==> config.mk <==
export PLATFORM = sky130hd
export DESIGN_NAME = glyph_raster_renderer
export DESIGN_NICKNAME = d
export VERILOG_FILES = /design/src/rtl/gr_pkg.sv /design/src/rtl/gr_front.sv /design/src/rtl/gr_geom.sv /design/src/rtl/gr_serial.sv /design/src/rtl/glyph_raster_renderer.sv
export SDC_FILE = /design/constraint.sdc
export NUM_CORES = 1
export LEC_CHECK = 0
export CELL_PAD_IN_SITES_DETAIL_PLACEMENT = 0
export CELL_PAD_IN_SITES_GLOBAL_PLACEMENT = 1
export CORE_ASPECT_RATIO = 1.2
export CORE_MARGIN = 2
export CORE_UTILIZATION = 41
export CTS_CLUSTER_SIZE = 20
export DETAILED_ROUTE_END_ITERATION = 16
export GPL_TIMING_DRIVEN = 0
export PLACE_DENSITY = 0.93
export SKIP_LAST_GASP = 1
export SYNTH_ARGS = -nofsm -noshare
export SYNTH_HDL_FRONTEND = slang
export SYNTH_SLANG_ARGS = --single-unit
==> constraint.sdc <==
create_clock -name clk -period 16.2 [get_ports clk]
set_clock_uncertainty 0.05 [all_clocks]
set_input_delay 4.86 -clock clk [delete_from_list [all_inputs] [get_ports clk]]
set_output_delay 4.86 -clock clk [all_outputs]
set_load 0.02 [all_outputs]
==> src/rtl/gr_pkg.sv <==
package gr_pkg;

    // Packed per-glyph metrics as held in one metrics memory word
    typedef struct packed {
        logic [7:0] yoff;
        logic [7:0] xoff;
        logic [7:0] height;
        logic [7:0] width;
    } glyph_met_t;

    // Raster position carried down the pipeline
    typedef struct packed {
        logic       stb;
        logic       ilace;
        logic       field;
        logic [7:0] line;
        logic [7:0] x;
    } raster_pos_t;

    localparam raster_pos_t POS_IDLE = '0;

    // Glyph column, 10-bit two's complement (negative when left of the box)
    function automatic logic [9:0] glyph_col(input logic [7:0] x, input logic [7:0] xoff);
        return {2'b00, x} - {2'b00, xoff};
    endfunction

    // Glyph line relative to the glyph top, in frame lines
    function automatic logic [9:0] glyph_line(input logic [7:0] line, input logic field,
                                              input logic ilace, input logic [7:0] yoff);
        logic [9:0] frame;
        frame = ilace ? {1'b0, line, field} : {1'b0, line, 1'b0};
        return frame - {2'b00, yoff};
    endfunction

endpackage

==> src/rtl/gr_front.sv <==
module gr_front
    import gr_pkg::*;
#(
    parameter int CODE_W = 8
) (
    input  logic              clk,
    input  logic              rst,
    input  raster_pos_t       pos_i,
    input  logic [CODE_W-1:0] code_i,
    output logic [CODE_W-1:0] met_addr_o,
    output raster_pos_t       pos_o,
    output logic [CODE_W-1:0] code_o
);

    raster_pos_t       s1_pos;
    logic [CODE_W-1:0] s1_code;
    logic              warm;

    // Stage 1: capture the position, start the metrics read
    always_ff @(posedge clk) begin
        if (rst) begin
            s1_pos  <= POS_IDLE;
            s1_code <= '0;
        end else begin
            s1_pos  <= pos_i;
            s1_code <= code_i;
        end
    end

    // Stage 2: position aligned with the returning metrics word
    always_ff @(posedge clk) begin
        if (rst) begin
            pos_o  <= POS_IDLE;
            code_o <= '0;
        end else begin
            pos_o  <= s1_pos;
            code_o <= s1_code;
        end
    end

    assign met_addr_o = s1_code;

    always_ff @(posedge clk) begin
        if (rst) warm <= 1'b0;
        else     warm <= 1'b1;
    end

    AST_MET_ADDR_TRACKS_CODE: assert property (@(posedge clk) disable iff (rst)
        warm |-> (met_addr_o == $past(code_i)));

endmodule

==> src/rtl/gr_geom.sv <==
module gr_geom
    import gr_pkg::*;
#(
    parameter int CODE_W     = 8,
    parameter int WORD_W     = 32,
    parameter int SLOT_WORDS = 256,
    parameter int FONT_AW    = 16
) (
    input  logic               clk,
    input  logic               rst,
    input  raster_pos_t        pos_i,
    input  logic [CODE_W-1:0]  code_i,
    input  logic [31:0]        met_data_i,
    output logic [FONT_AW-1:0] font_addr_o,
    output logic               stb_o,
    output logic               inbox_o,
    output logic [$clog2(WORD_W)-1:0] bitsel_o
);

    localparam int LOG_W = $clog2(WORD_W);

    glyph_met_t  met;
    logic [9:0]  col;
    logic [9:0]  gline;
    logic        in_x;
    logic        in_y;
    logic [8:0]  row;
    logic [31:0] wpr;
    logic [31:0] addr_full;

    always_comb begin
        met   = glyph_met_t'(met_data_i);
        col   = glyph_col(pos_i.x, met.xoff);
        gline = glyph_line(pos_i.line, pos_i.field, pos_i.ilace, met.yoff);
        in_x  = !col[9]   && (col[8:0]   < {1'b0, met.width});
        in_y  = !gline[9] && (gline[8:0] < {1'b0, met.height});
        // interlaced store keeps every line; the other store keeps even lines only
        row   = pos_i.ilace ? gline[8:0] : {1'b0, gline[8:1]};
        wpr   = (32'(met.width) + 32'(WORD_W - 1)) >> LOG_W;
        addr_full = 32'(code_i) * 32'(SLOT_WORDS)
                  + 32'(row) * wpr
                  + 32'(col[8:0] >> LOG_W);
    end

    // Stage 3: registered font address and pixel selection
    always_ff @(posedge clk) begin
        if (rst) begin
            font_addr_o <= '0;
            stb_o       <= 1'b0;
            inbox_o     <= 1'b0;
            bitsel_o    <= '0;
        end else begin
            font_addr_o <= addr_full[FONT_AW-1:0];
            stb_o       <= pos_i.stb;
            inbox_o     <= pos_i.stb && in_x && in_y;
            bitsel_o    <= col[LOG_W-1:0];
        end
    end

endmodule

==> src/rtl/gr_serial.sv <==
module gr_serial #(
    parameter int WORD_W = 32
) (
    input  logic              clk,
    input  logic              rst,
    input  logic              stb_i,
    input  logic              inbox_i,
    input  logic [$clog2(WORD_W)-1:0] bitsel_i,
    input  logic [WORD_W-1:0] font_data_i,
    output logic              pix_stb_o,
    output logic              pix_vld_o,
    output logic              pix_o
);

    localparam int LOG_W = $clog2(WORD_W);

    logic             s4_stb;
    logic             s4_inbox;
    logic [LOG_W-1:0] s4_bitsel;

    // Stage 4: wait for the font word
    always_ff @(posedge clk) begin
        if (rst) begin
            s4_stb    <= 1'b0;
            s4_inbox  <= 1'b0;
            s4_bitsel <= '0;
        end else begin
            s4_stb    <= stb_i;
            s4_inbox  <= inbox_i;
            s4_bitsel <= bitsel_i;
        end
    end

    // Output register: pick the pixel out of the word
    always_ff @(posedge clk) begin
        if (rst) begin
            pix_stb_o <= 1'b0;
            pix_vld_o <= 1'b0;
            pix_o     <= 1'b0;
        end else begin
            pix_stb_o <= s4_stb;
            pix_vld_o <= s4_inbox;
            pix_o     <= s4_inbox & font_data_i[s4_bitsel];
        end
    end

    AST_INK_INSIDE_BOX: assert property (@(posedge clk) disable iff (rst)
        pix_o |-> pix_vld_o);
    AST_VLD_NEEDS_STB: assert property (@(posedge clk) disable iff (rst)
        !pix_stb_o |-> (!pix_vld_o && !pix_o));

endmodule

==> src/rtl/glyph_raster_renderer.sv <==
module glyph_raster_renderer
    import gr_pkg::*;
#(
    parameter int CODE_W     = 8,
    parameter int WORD_W     = 32,
    parameter int SLOT_WORDS = 256,
    parameter int FONT_AW    = 16
) (
    input  logic               clk,
    input  logic               rst,
    input  logic               pix_stb_i,
    input  logic [CODE_W-1:0]  code_i,
    input  logic [7:0]         cell_x_i,
    input  logic [7:0]         cell_line_i,
    input  logic               field_i,
    input  logic               ilace_i,
    output logic [CODE_W-1:0]  met_addr_o,
    input  logic [31:0]        met_data_i,
    output logic [FONT_AW-1:0] font_addr_o,
    input  logic [WORD_W-1:0]  font_data_i,
    output logic               pix_stb_o,
    output logic               pix_vld_o,
    output logic               pix_o
);

    localparam int LOG_W = $clog2(WORD_W);

    raster_pos_t       pos_in;
    raster_pos_t       s2_pos;
    logic [CODE_W-1:0] s2_code;
    logic              s3_stb;
    logic              s3_inbox;
    logic [LOG_W-1:0]  s3_bitsel;
    logic [2:0]        warm;

    always_comb begin
        pos_in.stb   = pix_stb_i;
        pos_in.ilace = ilace_i;
        pos_in.field = field_i;
        pos_in.line  = cell_line_i;
        pos_in.x     = cell_x_i;
    end

    gr_front #(.CODE_W(CODE_W)) u_front (
        .clk        (clk),
        .rst        (rst),
        .pos_i      (pos_in),
        .code_i     (code_i),
        .met_addr_o (met_addr_o),
        .pos_o      (s2_pos),
        .code_o     (s2_code)
    );

    gr_geom #(
        .CODE_W     (CODE_W),
        .WORD_W     (WORD_W),
        .SLOT_WORDS (SLOT_WORDS),
        .FONT_AW    (FONT_AW)
    ) u_geom (
        .clk         (clk),
        .rst         (rst),
        .pos_i       (s2_pos),
        .code_i      (s2_code),
        .met_data_i  (met_data_i),
        .font_addr_o (font_addr_o),
        .stb_o       (s3_stb),
        .inbox_o     (s3_inbox),
        .bitsel_o    (s3_bitsel)
    );

    gr_serial #(.WORD_W(WORD_W)) u_serial (
        .clk         (clk),
        .rst         (rst),
        .stb_i       (s3_stb),
        .inbox_i     (s3_inbox),
        .bitsel_i    (s3_bitsel),
        .font_data_i (font_data_i),
        .pix_stb_o   (pix_stb_o),
        .pix_vld_o   (pix_vld_o),
        .pix_o       (pix_o)
    );

    // Edges since reset release, saturating, for the latency check window
    always_ff @(posedge clk) begin
        if (rst)              warm <= '0;
        else if (warm != 3'd7) warm <= warm + 3'd1;
    end

    AST_FIXED_LATENCY: assert property (@(posedge clk) disable iff (rst)
        (warm >= 3'd5) |-> (pix_stb_o == $past(pix_stb_i, 5)));
    AST_BOX_NEEDS_STB: assert property (@(posedge clk) disable iff (rst)
        s3_inbox |-> s3_stb);

endmodule

; ---- Word level (Yosys, flattened, before mapping)
; Cells that the tools add are included.
[word_totals]
rom_bits = 0
mem_count = 0
ramBits = 0
register_bits = 87
wordCells = 42
latch_bits = 0
in_bits = 93
[classes]
n_div = 0
n_eq_ne = 0
reduce_logical = 6
shifts = 0
mux = 4
bitwise = 1
multipliers = 1
order_cmp = 3
addsub = 5
[op_table]
columns = op, n
row1 = multiplier 9 x 27 -> 16 bit, 1
row2 = < comparator 9 x 8 -> 1 bit, 2
row3 = adder 16 bit, 1
row4 = adder 16 x 4 -> 16 bit, 1
row5 = subtractor 9 x 8 -> 10 bit, 1
row6 = "adder 8 x 5 -> 9 bit, second input constant", 1
row7 = 2-to-1 mux 9 bit, 1
row8 = subtractor 8 x 8 -> 9 bit, 1
row9 = "< comparator 5 x 6 -> 1 bit, second input constant", 1
row10 = binary-select mux 1 bit (select 5 bit), 1
row11 = logical AND 1 bit, 4
row12 = zero test 1 bit, 2
row13 = 2-to-1 mux 1 bit, 2
row14 = AND 1 bit, 1

; ---- Logic depth before layout (Yosys ltp)
; Gate-level depths: netlist (run 1).
[depth]
ltp_word = 6
ltp_mapped = 24
ltp_nobuf = 21

; ---- Cells and area by module
; A second synthesis (run 1) with hierarchy kept.
[unflattened]
hier_cells = 554
hier_area_um2 = 5283.8
[modules_own_cells]
columns = module, cells_each, area_per_inst_um2, n_inst
row1 = gr_geom, 399, 3258.1, 1
row2 = gr_front, 113, 1443.9, 1
row3 = gr_serial, 42, 581.8, 1

; ---- Worst setup path before layout (run 1)
; OpenSTA, ideal clock, no wires.
[synth_timing]
kind = in2reg
start = input met_data_i[25]
end = register u_geom.font_addr_o[15]
path_stages = 18
path_buffers = 0
slack_ns = 6.806
arrival_time_ns = 9.224
path_cell_list = inv_1 ha_1 nor2b_1 o31a_2 a21oi_1 mux2i_1 or2_2 fa_1 fa_1 fa_1 inv_1 ha_1 a211oi_1 o21ai_1 nor2_1 o31ai_1 a41oi_1 mux2_2
[synth_via]
elab_chain_len = 5
[synth_rtl]
columns = element, line
row1 = "start, declared", glyph_raster_renderer.sv:18  ; input logic [31:0] met_data_i,
row2 = subtractor 9 x 8 -> 10 bit, gr_pkg.sv:32  ; return frame - {2'b00, yoff};
row3 = 2-to-1 mux 9 bit, gr_geom.sv:38  ; row = pos_i.ilace ? gline[8:0] : {1'b0, gline[8:1]};
row4 = multiplier 9 x 27 -> 16 bit, gr_geom.sv:41  ; + 32'(row) * wpr
row5 = adder 16 bit, gr_geom.sv:41
row6 = adder 16 x 4 -> 16 bit, gr_geom.sv:42  ; + 32'(col[8:0] >> LOG_W);
row7 = "end signal, assigned", gr_geom.sv:53  ; font_addr_o <= addr_full[FONT_AW-1:0];
row8 = "end, declared", gr_geom.sv:14  ; output logic [FONT_AW-1:0] font_addr_o,
; No other way between the ends.
; A chain may end at the register's enable or synchronous reset.

; ---- Final worst setup path (run 1)
; Ends and elaborated chain as after synthesis.

==> results.cfg, run 1 <==
[setup_path]
path_max_fanout = 5
critPathCaptureType = flop
cp.arrival_ps = 10230
cp-start-kind = input port
path_class = in -> reg
worstPathRequired_ps = 16380
reg2reg_slack_ps = 10060

[place]
portBuffers = 119
post-dp-hpwl_um = 9870
dp_cells = 839
dpl_cell_area_um2 = 6660
gp_congestion = 0.856

[drt]
routed_wl_um = 11900
ant_nets = 0
wl_per_cell_um = 13.9
num_vias = 4162
drt_iter0_drc = 117
drt_pass1_iterations = 4
drc_errors = 0
via_per_inst = 4.87

[min_path]
min_path_type = reg -> reg

[global_routing]
use_met1 = 0.205
antenna_found_initial = 0
top_usage_layer = met2
track_usage = 0.182
grt_overflow = 0
met3_usage = 0.0366
grt_util_met2 = 0.330
grt_first_pass_wirelength_um = 19600
grt_pass1_vias = 4418
grt_max_degree = 16

[sta]
slew_viol_final = 0
rsz0062_at_grt = no
finalCritPeriodShare = 0.620
hold_violations = 0
setup_viol = 0
clock.fmax_ghz = 0.0995
hold_slack_ps = 383
tightest_slew_ps = 856
min_period_ps = 10050
relSlewSlack = 0.425
fin_tns_setup_ps = 0

[job]
drv_cap = 0

[clocking]
cts_buffers = 9
ctsResizeCount = 0
cts_hold_buf = 0
clkTransAtPathRegs_ps = 70
cts_tree = yes
clock-sinks = 87
post_cts_buffers = 0
h-tree-depth = 3
insertion_delay_ps = 340
cts_root_buffer = clkbuf_16
cts_buffer_depth = 2

[die]
dieArea_um2 = 13800
row_count = 45
die_x_um = 107
die_h_um = 128
core_um2 = 12600
io_pins = 120
start_util = 0.417

[power_and_ir_drop]
power_frac_comb = 0.390
peakVddDrop_mv = 0.0714
switching_share = 0.330
leakage_nw = 3.09
internal_power_mw = 0.495
p_sw_mw = 0.243
p_per_area_nw_per_um2 = 106
finalPower_mw = 0.738
p_seq_frac = 0.324
power.share.clock = 0.285

[cells_and_area]
layout.cells.non_filler = 855
final_common_cell = clkdlybuf4s50_1
drive_above_1_share = 0.0521
layout_common_cells = clkdlybuf4s50_1, dfxtp_1, nor2b_1
antenna_cells = 0
fillCellCount = 1140
nets = 859
areaGrowthSynthToFinish_pct = 32.4
final_area_um2 = 6960

[synthesis]
syn_area_per_cell_um2 = 9.46
syn_nets = 729
yosysSeqAreaShare = 0.331
synth_cells = 556
synth_area_um2 = 5260
synth_cell_types = 49
ys_ff_latch = 87
synth-async-reset-ratio = 0
synth_warnings = 0
synth_ff_type = dfxtp_1
synth-edff-count = 0

[status]
status = completed
[routing by layer]
layer | wire length (um) | up-vias
met2 | 6160 | 97
met1 | 4840 | 1917
met5 | 0 | -
li1 | - | 2123
met4 | 304 | 0
met3 | 553 | 25
[power groups by stage]
stage	Clock, mW	Sequential, mW	Combinational, mW
finish	0.211	0.239	0.288
global placement	0	0.244	0.281
floorplan	0	0.260	0.182
detailed placement	0	0.244	0.287
global route	0.223	0.241	0.326
CTS	0.214	0.240	0.289
[flip-flops by register name, indices dropped and copies added (netlist names)]
name	cells
u_geom.bitsel_o	5
u_serial.pix_stb_o	1
u_serial.s4_stb	1
u_serial.pix_vld_o	1
u_serial.s4_bitsel	5
u_front.met_addr_o	8
u_serial.s4_inbox	1
u_front.code_o	8
u_geom.inbox_o	1
u_geom.stb_o	1
u_front.s1_pos	19
u_geom.font_addr_o	16
u_front.pos_o	19
u_serial.pix_o	1
[stage by stage]
step	worst slack, ps	util
floorplan	6810	-
CTS	6160	0.552
global route	5840	0.552
global placement	5860	0.528
finish	6150	0.552
detailed placement	5820	0.528
[cells by family (layout without fill, tap and decap cells)]
group                      count (synthesis)  after routing  synth area share
AOI/OAI and AO/OA                         86             86             0.113
adders and majority gates                 80             80             0.222
muxes                                     17             17            0.0566
xor gates and xnor gates                  21             21            0.0364
DFF                                       87             87             0.331
buffers and inverters                     80            215            0.0573
and+or+nand+nor                          185            185             0.183
[worst paths after layout]
kind	end	from	cells past startpoint
setup reg to reg	u_geom.font_addr_o[15]	u_front.pos_o[17]	19
setup / recovery	u_geom.font_addr_o[15]	met_data_i[25]	19
hold / removal	u_front.pos_o[12]	u_front.s1_pos[12]	1
hold reg to reg	u_front.pos_o[12]	u_front.s1_pos[12]	1
[synth_stat cells, types with 5 or more instances]
cell | n | area (um^2)
xnor2_1 | 10 | 87.6
nor2b_1 | 83 | 519
xor2_1 | 10 | 87.6
inv_1 | 66 | 248
o31ai_1 | 6 | 45.0
mux2i_1 | 5 | 50.1
nand3_1 | 7 | 35.0
fa_1 | 22 | 440
o21ai_0 | 11 | 55.1
a211oi_1 | 8 | 60.1
nor3_1 | 6 | 30.0
o21a_1 | 5 | 37.5
dfxtp_1 | 87 | 1740
nand2_1 | 19 | 71.3
clkbuf_1 | 12 | 45.0
nor2_1 | 54 | 203
a21o_1 | 9 | 67.6
ha_1 | 58 | 726
mux4_2 | 10 | 225
a21oi_1 | 18 | 90.1
[worst max-delay path, stage by stage]
cell and delay [ps]:
clkdlybuf4s50_1 510, inv_1 50, ha_1 270, nor2b_1 140, o31a_2 310, a21oi_1 250
mux2i_1 190, or2_2 320, fa_1 470, fa_1 520, fa_1 550, inv_1 40
ha_1 350, a211oi_1 310, o21ai_1 190, nor2_1 160, o31ai_1 130, a41oi_1 240
mux2_2 350
[cell type report]
| class | count | area [um^2] | area share |
|---|---|---|---|
| clock inverters | 6 | 67.6 | 0.00971 |
| repair buffers | 119 | 1190 | 0.171 |
| inverters | 66 | 248 | 0.0356 |
| clock buffers | 10 | 239 | 0.0343 |
| flip-flops and latches | 87 | 1740 | 0.250 |
| plain buffers | 14 | 53.8 | 0.00773 |
| well taps | 164 | 205 | 0.0295 |
| multi-input cells | 389 | 3220 | 0.462 |
Note: power is estimated with default switching activity, not from simulation.
==> inputs of run 2 (changes only) <==
--- a/config.mk
+++ b/config.mk
@@ -9,11 +9,11 @@
 export CELL_PAD_IN_SITES_GLOBAL_PLACEMENT = 1
 export CORE_ASPECT_RATIO = 1.2
 export CORE_MARGIN = 2
-export CORE_UTILIZATION = 41
+export CORE_UTILIZATION = 39
 export CTS_CLUSTER_SIZE = 20
 export DETAILED_ROUTE_END_ITERATION = 16
 export GPL_TIMING_DRIVEN = 0
-export PLACE_DENSITY = 0.93
+export PLACE_DENSITY = 0.9
 export SKIP_LAST_GASP = 1
 export SYNTH_ARGS = -nofsm -noshare
 export SYNTH_HDL_FRONTEND = slang
==> constraint.sdc (replaced) <==
create_clock -name clk -period 9.66 [get_ports clk]
set_clock_uncertainty 0.05 [all_clocks]
set_input_delay 2.898 -clock clk [delete_from_list [all_inputs] [get_ports clk]]
set_output_delay 2.898 -clock clk [all_outputs]
set_load 0.02 [all_outputs]
==> results.cfg, run 2 (synthesis gave the netlist of run 1 again) <==
[place]
portBuffers = 119
post-dp-hpwl_um = 9860
dp_cells = 843
gp_congestion = 0.856

[global_routing]
grt_overflow = 0
grt_max_degree = 17
antenna_found_initial = 0
track_usage = 0.177
grt_pass1_vias = 4493
grt_first_pass_wirelength_um = 20100

[drt]
ant_nets = 0
via_per_inst = 4.94
drt_iter0_drc = 163
drt_pass1_iterations = 4
routed_wl_um = 11900
drc_errors = 0
num_vias = 4246
wl_per_cell_um = 13.9

[clocking]
cts_tree = yes
cts_root_buffer = clkbuf_16
ctsResizeCount = 0
post_cts_buffers = 0
h-tree-depth = 3
cts_hold_buf = 0
clock-sinks = 87
cts_buffer_depth = 2
cts_buffers = 9
insertion_delay_ps = 340
clkTransAtPathRegs_ps = 60

[die]
row_count = 46
die_h_um = 131
core_um2 = 13200
dieArea_um2 = 14400
io_pins = 120
die_x_um = 110
start_util = 0.399

[min_path]
min_path_type = reg -> reg

[cells_and_area]
drive_above_1_share = 0.0521
layout.cells.non_filler = 859
areaGrowthSynthToFinish_pct = 33.0
fillCellCount = 1188
top_regs = u_front.pos_o (19), u_front.s1_pos (19), u_geom.font_addr_o (16)
nets = 859
multi_input_area_um2 = 3220
final_common_cell = clkdlybuf4s50_1
regArea_um2 = 1740
antenna_cells = 0
layout_common_cells = clkdlybuf4s50_1, dfxtp_1, nor2b_1
fin_util = 0.531

[sta]
fin_tns_setup_ps = 0
hold_violations = 0
hold_slack_ps = 385
rsz0062_at_grt = no
min_period_ps = 8170
setup_viol = 0
tightest_slew_ps = 825
relSlewSlack = 0.446
slew_viol_final = 0
finalCritPeriodShare = 0.845
clock.fmax_ghz = 0.122

[setup_path]
cp-start-kind = input port
path_max_fanout = 5
critPathCaptureType = flop
path_class = in -> reg
cp.arrival_ps = 8340
worstPathRequired_ps = 9840

[power_and_ir_drop]
leakage_nw = 3.11
peakVddDrop_mv = 0.111
finalPower_mw = 1.27
p_per_area_nw_per_um2 = 182

[job]
drv_cap = 0

[status]
status = completed
[run 2: stage by stage]
| step | setup WS [ps] | instance area (um^2) |
|---|---|---|
| after global routing | 1180 | 7000 |
| after CTS | 1530 | 7000 |
| final | 1490 | 7000 |
| after floorplan | 2230 | 5260 |
| after detailed placement | 1200 | 6660 |
| after global placement | 1310 | 6660 |
[run 2: cell type report]
type                    instances  area share
flip-flops and latches         87       0.249
plain buffers                  14     0.00769
well taps                     168      0.0300
inverters                      66      0.0354
multi-input cells             389       0.460
repair buffers                119       0.170
clock inverters                 6      0.0139
clock buffers                  10      0.0342
[run 2: metal layers]
| layer | vias up | share of wire | GRT usage |
|---|---|---|---|
| li1 | 2125 | - | - |
| met1 | 1987 | 0.41 | 0.203 |
| met2 | 114 | 0.52 | 0.319 |
| met3 | 20 | 0.040 | 0.0293 |
| met4 | 0 | 0.025 | 0.0668 |
| met5 | - | 0 | 0 |
[run 2: critical path, cell delays in order]
cell             delay (ps)
clkdlybuf4s50_1         520
inv_1                    60
ha_1                    290
nor2b_1                 140
o31a_2                  320
a21oi_1                 260
mux2i_1                 210
or2_2                   320
fa_1                    470
fa_1                    530
fa_1                    550
inv_1                    40
ha_1                    360
a211oi_1                270
o21ai_1                 190
nor2_1                  170
o31ai_1                 120
a41oi_1                 240
mux2_2                  360
[run 2: final timing paths]
check | startpoint | to | slack [ps] | cells after the start
worst max-delay path | met_data_i[25] | u_geom.font_addr_o[15] | 1490 | 19
worst min-delay path | u_front.s1_pos[11] | u_front.pos_o[11] | 380 | 1
worst max register to register | u_front.pos_o[17] | u_geom.font_addr_o[15] | 3490 | 19
worst min register to register | u_front.s1_pos[11] | u_front.pos_o[11] | 380 | 1
[run 2: where the power goes]
group / leakage, nW / switching (mW) / internal, mW
combinational: 2.22 / 0.252 / 0.228
clock: 0.166 / 0.153 / 0.238
sequential: 0.718 / 0.00875 / 0.393
